## src/rtl/uart_mode_pair.sv

```systemverilog
module uart_mode_pair #(
  parameter int DATA_W     = 8,
  parameter int CODE_LSB   = 4,
  parameter int CODE_W     = 4,
  parameter int RESET_CODE = 1
) (
  input  logic              clk,
  input  logic              rst_n,
  input  logic              sel,
  input  logic              rd_en,
  input  logic              wr_en,
  input  logic              hit_mode,
  input  logic              hit_cmd,
  input  logic [DATA_W-1:0] wdata,
  output logic [DATA_W-1:0] rdata,
  output logic [DATA_W-1:0] mode_a,
  output logic [DATA_W-1:0] mode_b
);
  localparam logic [CODE_W-1:0] PTR_CODE = CODE_W'(RESET_CODE);

  logic              mode_acc, mode_wr, mode_rd, cmd_wr;
  logic              mode_acc_q, cmd_wr_q;
  logic              mode_end, cmd_end;
  logic [CODE_W-1:0] code_q;
  logic              sel_second;

  assign mode_acc = sel & hit_mode & (rd_en | wr_en);
  assign mode_wr  = sel & hit_mode & wr_en;
  assign mode_rd  = sel & hit_mode & rd_en;
  assign cmd_wr   = sel & hit_cmd & wr_en;
  assign mode_end = mode_acc_q & ~mode_acc;
  assign cmd_end  = cmd_wr_q & ~cmd_wr;

  always_ff @(posedge clk) begin
    if (!rst_n) begin
      mode_acc_q <= 1'b0;
      cmd_wr_q   <= 1'b0;
      code_q     <= '0;
    end else begin
      mode_acc_q <= mode_acc;
      cmd_wr_q   <= cmd_wr;
      if (cmd_wr) code_q <= wdata[CODE_LSB +: CODE_W];
    end
  end

  always_ff @(posedge clk) begin
    if (!rst_n)                             sel_second <= 1'b0;
    else if (cmd_end && code_q == PTR_CODE) sel_second <= 1'b0;
    else if (mode_end)                      sel_second <= 1'b1;
  end

  always_ff @(posedge clk) begin
    if (!rst_n) begin
      mode_a <= '0;
      mode_b <= '0;
    end else if (mode_wr) begin
      if (sel_second) mode_b <= wdata;
      else            mode_a <= wdata;
    end
  end

  assign rdata = mode_rd ? (sel_second ? mode_b : mode_a) : '0;
endmodule

```

## config.mk

```make
export PLATFORM = sky130hd
export DESIGN_NAME = uart_mode_pair
export DESIGN_NICKNAME = d
export VERILOG_FILES = /design/src/rtl/uart_mode_pair.sv
export SDC_FILE = /design/constraint.sdc
export NUM_CORES = 1
export LEC_CHECK = 0
export BUFFER_PORTS_ARGS = -buffer_cell sky130_fd_sc_hd__buf_2
export CELL_PAD_IN_SITES_DETAIL_PLACEMENT = 1
export CELL_PAD_IN_SITES_GLOBAL_PLACEMENT = 2
export CORE_ASPECT_RATIO = 0.5
export CORE_MARGIN = 10
export CORE_UTILIZATION = 30
export DETAILED_ROUTE_END_ITERATION = 7
export GPL_ROUTABILITY_DRIVEN = 0
export GPL_TIMING_DRIVEN = 0
export MAX_ROUTING_LAYER = met4
export PLACE_DENSITY = 0.88
export SETUP_SLACK_MARGIN = 0.4
export SYNTH_ARGS = -nofsm -noshare
export SYNTH_HDL_FRONTEND = slang
export SYNTH_SLANG_ARGS = --single-unit
```

## constraint.sdc

```tcl
create_clock -name clk -period 1.9 [get_ports clk]
set_clock_uncertainty 0.15 [all_clocks]
set_input_delay 0.285 -clock clk [delete_from_list [all_inputs] [get_ports clk]]
set_output_delay 0.285 -clock clk [all_outputs]
set_load 0.05 [all_outputs]
```

==> flow_metrics.tcl, run 1 <==
set metrics [dict create \
    status "complete, no violations" \
    fmax_mhz 585 \
    cts_tree "yes" \
    path_cells "buf_12 > mux2i_4 > nor2_4 > buf_6" \
    tightest_slew_ps 573 \
    mostFrequentLayoutCell "buf_2" \
    cts_sinks 23 \
    die_w_um 103 \
    finalCriticalPeriod_ps 1710 \
    hpwl_um 2350 \
    crit_path_end_kind "output pin" \
    crit_buf_inv 2 \
    powerDensity_mw_per_mm2 603 \
    drive_above_1_share 0.676 \
    drv_cap 0 \
    dp_slack_ps 75.9 \
    clock_path_buffers 2 \
    dpl_cell_area_mm2 0.00135 \
    critPathMaxStageDelay_ps 400 \
    cp_data_arrival_time_ps 1270 \
    dieHeight_um 61.4 \
    coreArea_mm2 0.00314 \
    rsz0062_at_grt "true" \
    drc_errors 0 \
    cp-start-kind "register" \
    syn_nets 120 \
    ys_seq_elements 23 \
    die_area_mm2 0.00632 \
    ys_types 19 \
    port_buffers 37 \
    syn_area_mm2 0.00103 \
    fin_util 0.514 \
    hold_path.class "in -> reg" \
    slew_violations 0 \
    fin_area_mm2 0.00161 \
    crit_family "flip-flops" \
    critical_path_class "reg -> out" \
    numCtsBuffers 3 \
    start_util 0.328 \
    post-route-period-util 0.900 \
    wl_per_cell_um 17.9 \
    setup_viol 0 \
    timing_hold_violations_final 0 \
    cts_htree_levels 1 \
    rows 14 \
    grt_pass1_vias 982 \
    leakagePower_uw 0.000636 \
    layout_common_cells "buf_2 (30), dfxtp_2 (16), nand3_1 (12), o21ai_2 (11), nand2_1 (9)" \
    worstSkewPairLatency_ps 260 \
    track_usage 0.111 \
    antenna_found_initial 0 \
    drtIter0Drc 9 \
    wl_um 3360 \
    relSlewSlack 0.618 \
    io_pins 39 \
    num_antenna_cells 0 \
    cts.clk_slew.worst_paths_ps 80 \
    setup_ws_ps 191 \
    fillCellCount 347 \
    root_buffer "clkbuf_8" \
    crit_slowest_cell "dfxtp_4" \
    tns_ps 0 \
    fin_total_pwr_uw 971 \
    crit_fanout 5 \
    worstPathRequired_ps 1460 \
    viasPerCell 4.93 \
    finalNetCount 164 \
    synth-seq-area-share 0.447 \
    vias 926 \
    syn-mean-instance-area_um2 9.81 \
    yosys_warnings 0 \
    peakVddDrop_uv 246 \
    drt_pass1_iterations 4 \
    grt_first_pass_wirelength_um 5060 \
    grt_max_degree 13 \
    syn_inst 105 \
    grt_overflow 0 \
    area_growth_pct 56.5 \
    ant_nets 0 \
]
timing repair:
action | 4_1_cts | 5_1_grt
pin swaps | 0 | 3
gates cloned | 1 | 0
setup buffers | 1 | 0
hold buffers | 0 | 0
endpoints found under the setup margin | 8 | 8
resized for setup | 39 | 2
hold endpoints to repair | 0 | 0
state kept, by name, summed over array words and instances (netlist names):
register    flops
mode_acc_q      1
mode_a          8
cmd_wr_q        1
code_q          4
mode_b          8
sel_second      1
synthesized netlist by cell type:
master,number,share of area
o21ai_2,11,0.094
dfxtp_1,23,0.45
buf_2,1,0.0049
nand3_1,13,0.063
nand4_4,1,0.021
o211ai_1,1,0.0073
nor4_1,1,0.0061
nand4b_4,1,0.023
nand2_1,9,0.033
a211oi_2,1,0.012
mux2i_1,12,0.12
nand3_2,5,0.049
inv_1,1,0.0036
o21ai_1,5,0.024
buf_1,1,0.0036
buf_6,2,0.022
a21oi_1,1,0.0049
nor2_1,14,0.051
buf_4,2,0.015
final timing paths:
kind	start	to	slack [ps]	cells past startpoint
max	sel_second	rdata[0]	190	4
min	wdata[3]	mode_a[3]	130	3
min reg2reg	mode_a[6]	mode_a[6]	330	2
max reg2reg	sel_second	mode_b[5]	480	6
area by class of cell:
class,count,area (µm²),area share
buffer,6,58.8,0.0365
clock buffer,4,45.0,0.0280
inverter,1,3.75,0.00233
multi-input combinational,75,692,0.429
sequential,23,484,0.300
tap,40,50.0,0.0311
timing repair buffer,39,278,0.172
tightest hold or removal path: cells and delay by family:
kind / cells / cell delay [ps]
AO/OA/AOI/OAI: 1 / 50
AND/OR/NAND/NOR: 1 / 80
buffers and inverters: 1 / 90
metrics by stage:
step,hold slack (ps),instances
global route,126,188
detailed placement,304,182
finish,127,188
global placement,298,182
CTS,124,188
floorplan,279,105
power by group:
part | leakage [µW] | internal (µW) | switching, µW
combinational | 0.000418 | 59.7 | 102
sequential | 0.000195 | 494 | 12.2
clock | 0.0000228 | 150 | 153
cells by family after synthesis:
logic type      count (synthesis)  share of synthesized area
simple gates                   44                      0.245
mux                            12                      0.117
buf+inv                         7                     0.0486
compound gates                 19                      0.142
flops                          23                      0.447
metal layers:
layer,vias to the layer above,GRT usage,part of all wire
met3,4,0.0279,0.045
li1,461,-,-
met2,20,0.203,0.52
met1,441,0.117,0.42
met5,-,-,0
met4,0,0.0354,0.015
No activity file was read; power rests on OpenSTA's default activity.
==> inputs of run 2 (changes only) <==
CORE_UTILIZATION = 31   (was 30)
CTS_BUF_LIST = sky130_fd_sc_hd__clkbuf_8   (was default)
PLACE_DENSITY = 0.9   (was 0.88)
==> run 2 against run 1 <==
Cell count rose by 3.7%. Register-to-register slack got worse by 190 ps. Hold slack got worse by 5.7 ps. First-iteration DRC count rose to 6.1 times the previous value. Via count rose by 7.6%. Total power rose by 3.5%. Worst setup slack got worse by 81 ps. Global-route usage rose by 0.40 points. Clock power rose by 4%. Flip-flop and latch count did not move. Non-clock buffer count rose by 7. Sequential share of layout area fell by 2.4 points. Critical path type unchanged.
==> flow_metrics.tcl, run 2 (same netlist as run 1, synthesis figures left out) <==
set metrics [dict create \
    grtUsageMet2 0.202 \
    drtIter0Drc 55 \
    multiInputGateArea_um2 711 \
    peakVddDrop_uv 366 \
    cts.clk_slew.worst_paths_ps 80 \
    cts_tree "yes" \
    port_buffers 37 \
    cts_sinks 23 \
    die_w_um 102 \
    drv_cap 0 \
    mostFrequentLayoutCell "buf_2" \
    relSlewSlack 0.630 \
    rows 14 \
    finalCriticalPeriod_ps 1790 \
    wl_um 3750 \
    fmax_mhz 558 \
    timing_hold_violations_final 0 \
    numCtsBuffers 3 \
    cp-endpoint "rdata[7]" \
    path_cells "buf_12 > buf_4 > mux2i_4 > nor2_4 > buf_6" \
    die_area_mm2 0.00617 \
    slew_violations 0 \
    post-route-period-util 0.943 \
    track_usage 0.115 \
    leakagePower_uw 0.000703 \
    num_antenna_cells 0 \
    grtUsageMet3 0.0261 \
    grt_max_degree 13 \
    fillCellCount 339 \
    reg_top3 "mode_a (8), mode_b (8), code_q (4)" \
    worstPathRequired_ps 1460 \
    drive_above_1_share 0.710 \
    reg2reg_from "sel_second" \
    io_pins 39 \
    setup_ws_ps 109 \
    grt_busiest_layer "met2" \
    clock_path_buffers 2 \
    dp_slack_ps 76.7 \
    cts_htree_levels 1 \
    antenna_found_initial 0 \
    r2r_end "mode_b[5]" \
    powerDensity_mw_per_mm2 578 \
    rsz0062_at_grt "true" \
    status "complete, no violations" \
    vias 996 \
    drt_pass1_iterations 4 \
    crit_cells 5 \
    crit_slowest_cell "dfxtp_2" \
    cp-start-kind "register" \
    start_util 0.334 \
    setup_viol 0 \
    grt_pass1_vias 976 \
    worstSkewPairLatency_ps 270 \
    wl_per_cell_um 19.2 \
    layout_common_cells "buf_2 (30), dfxtp_2 (17), o21ai_2 (13), nand3_1 (12), nand2_1 (9)" \
    drc_errors 0 \
    grt_overflow 0 \
    fin_area_mm2 0.00174 \
    hold_path.class "in -> reg" \
    grt_use_met1 0.129 \
    grt_first_pass_wirelength_um 5320 \
    coreArea_mm2 0.00308 \
    min_path_cells 3 \
    dpl_cell_area_mm2 0.00135 \
    tns_ps 0 \
    root_buffer "clkbuf_8" \
    crit_buf_inv 3 \
    crit_fanout 6 \
    cp-startpoint "sel_second" \
    hold_buffers 0 \
    ant_nets 0 \
    seq_area_um2 482 \
    viasPerCell 5.11 \
    dieHeight_um 60.8 \
    area_growth_pct 69.0 \
    critPathMaxStageDelay_ps 360 \
    tightest_slew_ps 554 \
    crit_path_end_kind "output pin" \
    critical_path_class "reg -> out" \
    hpwl_um 2340 \
    worstRegToRegCells 8 \
    r2r_slack_ps 290 \
    cp_data_arrival_time_ps 1360 \
    crit_family "buffers and inverters" \
    finalNetCount 171 \
]
run 2: cell types whose count changed in the layout (fill, tap and decap cells not counted), moves of 2 or more:
cell and change:
buf_12 +5, o21ai_2 +2, buf_4 +2, o21ai_1 -3
run 2: final cells by class:
type / instances / share of cell area
clock buffer: 3 / 0.0237
sequential: 23 / 0.277
multi-input combinational: 75 / 0.408
tap: 40 / 0.0288
timing repair buffer: 46 / 0.222
clock inverter: 1 / 0.00216
inverter: 1 / 0.00216
buffer: 6 / 0.0359
run 2: per-stage QoR:
step,util,hold WS [ps],instances,power (µW)
6_report,0.565,122,195,1010
5_1_grt,0.565,139,195,1030
4_1_cts,0.528,124,191,985
3_5_place_dp,0.438,305,182,650
3_3_place_gp,0.438,299,182,648
2_1_floorplan,-,279,105,603
run 2: how the worst min path moves through the flow:
stage                    from         to
floorplan            wdata[4]  code_q[0]
global placement    mode_a[6]  mode_a[6]
detailed placement  mode_b[5]  mode_b[5]
CTS                  wdata[5]  code_q[1]
global route         wdata[1]  mode_a[1]
finish               wdata[5]  code_q[1]
run 2: metal layers:
metal | part of all wire | up-vias | wire length (µm)
met5 | 0 | - | 0
met4 | 0.026 | 0 | 99
met3 | 0.039 | 10 | 145
met2 | 0.52 | 22 | 1950
met1 | 0.42 | 494 | 1560
li1 | - | 470 | -
run 2: what timing repair did:
item | 4_1_cts | 5_1_grt
pin swaps | 1 | 0
endpoints found under the setup margin | 8 | 16
hold endpoints to repair | 0 | 0
resized for setup | 37 | 10
gates cloned | 0 | 1
setup buffers | 5 | 3
run 2: worst register-to-register path: stages, from the launching register on:
cell and delay (ps):
dfxtp_2 360, buf_12 140, buf_12 140, buf_4 120, buf_4 110, nand4_4 170
buf_8 210, nand3_2 70, o21ai_2 60
run 2: power breakdown:
part	internal, µW	switching (µW)	total (µW)
combinational	74.1	110	184
sequential	495	11.4	506
clock	145	170	315
total	714	291	1010
==> inputs of run 3 (changes only) <==
GPL_TIMING_DRIVEN = default   (was 0)
==> run 3 against run 2 <==
Routed wire length is 6.1% lower. Hold slack worse by 2.4 ps. Count of clock-buffer cells in the layout stayed put. Global-route usage is 0.70 points lower. Worst setup slack better by 73 ps. Sequential power hardly changed. Fmax is 4.3% higher. Clock power is 2% lower. First-iteration DRC count is 56% lower. Critical endpoint unchanged.
==> flow_metrics.tcl, run 3 (same netlist as run 1, synthesis figures left out) <==
set metrics [dict create \
    hpwl_um 2270 \
    port_buffers 38 \
    relSlewSlack 0.754 \
    reg2reg_from "sel_second" \
    post-route-period-util 0.904 \
    io_pins 39 \
    start_util 0.334 \
    r2r_end "mode_b[2]" \
    layout_common_cells "buf_2 (30), dfxtp_2 (16), o21ai_2 (11), nand3_1 (11)" \
    ant_nets 0 \
    cp-startpoint "sel_second" \
    hold_path.class "in -> reg" \
    peakVddDrop_uv 281 \
    fmax_mhz 582 \
    worstPathRequired_ps 1460 \
    root_buffer "clkbuf_8" \
    track_usage 0.108 \
    worstSkewPairLatency_ps 270 \
    hold_end "code_q[0]" \
    worstRegToRegCells 6 \
    numCtsBuffers 3 \
    clock_path_buffers 2 \
    die_area_mm2 0.00617 \
    worstHoldStart "wdata[4]" \
    cts_tree "yes" \
    crit_fanout 5 \
    grt_pass1_vias 993 \
    area_growth_pct 63.9 \
    finalNetCount 170 \
    crit_path_end_kind "output pin" \
    drt_pass1_iterations 4 \
    finalCriticalPeriod_ps 1720 \
    drv_cap 0 \
    cts_htree_levels 1 \
    cp-start-kind "register" \
    grt_max_degree 19 \
    cts.clk_slew.worst_paths_ps 80 \
    drtIter0Drc 24 \
    tns_ps 0 \
    rsz0062_at_grt "true" \
    slew_violations 0 \
    powerDensity_mw_per_mm2 585 \
    coreArea_mm2 0.00308 \
    reg_top3 "mode_a (8), mode_b (8), code_q (4)" \
    timing_hold_violations_final 0 \
    num_antenna_cells 0 \
    antenna_found_initial 0 \
    drive_above_1_share 0.701 \
    r2r_slack_ps 460 \
    vias 984 \
    wl_um 3520 \
    holdWs_ps 119 \
    dieHeight_um 60.8 \
    setup_viol 0 \
    grt_first_pass_wirelength_um 5040 \
    cp_data_arrival_time_ps 1280 \
    mostFrequentLayoutCell "buf_2" \
    leakagePower_uw 0.000678 \
    cts_sinks 23 \
    min_path_cells 3 \
    wl_per_cell_um 18.2 \
    critical_path_class "reg -> out" \
    tightest_slew_ps 368 \
    die_w_um 102 \
    grt_overflow 0 \
    rows 14 \
    status "complete, no violations" \
    hold_buffers 0 \
    viasPerCell 5.07 \
    drc_errors 0 \
]
## run 3: changes by cell type in the layout (fill, tap and decap cells not counted), moves of 2 or more
cell / previous run / this run
o21ai_2: 13 / 11
buf_4: 4 / 6
nand3_2: 5 / 7
o21ai_1: 2 / 5
buf_12: 6 / 2
## run 3: how the worst max path moves through the flow
stage | depth (start not counted) | to | slack (ps)
6_report | 4 | rdata[7] | 180
5_1_grt | 4 | rdata[7] | 140
4_1_cts | 4 | rdata[2] | 170
3_5_place_dp | 5 | rdata[0] | 300
3_3_place_gp | 5 | rdata[3] | 320
2_1_floorplan | 2 | rdata[0] | 460
## run 3: critical path, stage by stage (launching register included)
cell and delay (ps):
dfxtp_4 400, buf_12 160, mux2i_4 260, nor2_4 40, buf_6 150
## run 3: repair_timing
action,in CTS,in global routing
resized for setup,37,5
setup buffers,3,5
cloned,1,1
hold endpoints to repair,0,0
setup endpoints to repair,8,21
pin swaps,1,2
## run 3: power by group
part / internal [µW] / leakage, µW / total (µW) / switching [µW]
sequential: 494 / 0.000195 / 507 / 12.7
combinational: 65.0 / 0.000456 / 171 / 106
clock: 145 / 0.0000269 / 309 / 164
total: 704 / 0.000678 / 987 / 283
## run 3: metal layers
layer / share of wire / GRT usage
met5: 0 / -
met4: 0.0085 / 0.0355
met3: 0.041 / 0.0283
met2: 0.55 / 0.200
met1: 0.40 / 0.111
## run 3: final cells by class
cell class,count,area (µm²)
tap,40,50.0
clock buffer,3,41.3
inverter,1,3.75
fill,339,1400
timing repair buffer,50,394
multi-input combinational,76,711
sequential,23,484
clock inverter,1,3.75
## run 3: through the flow
stage / instances / setup slack (ps) / utilization / power (µW) / area (µm²)
finish: 194 / 183 / 0.547 / 987 / 1690
global route: 194 / 141 / 0.547 / 1020 / 1690
CTS: 188 / 175 / 0.519 / 979 / 1600
detailed placement: 180 / 301 / 0.436 / 649 / 1340
global placement: 180 / 319 / 0.436 / 646 / 1340
floorplan: 105 / 461 / - / 603 / 1110
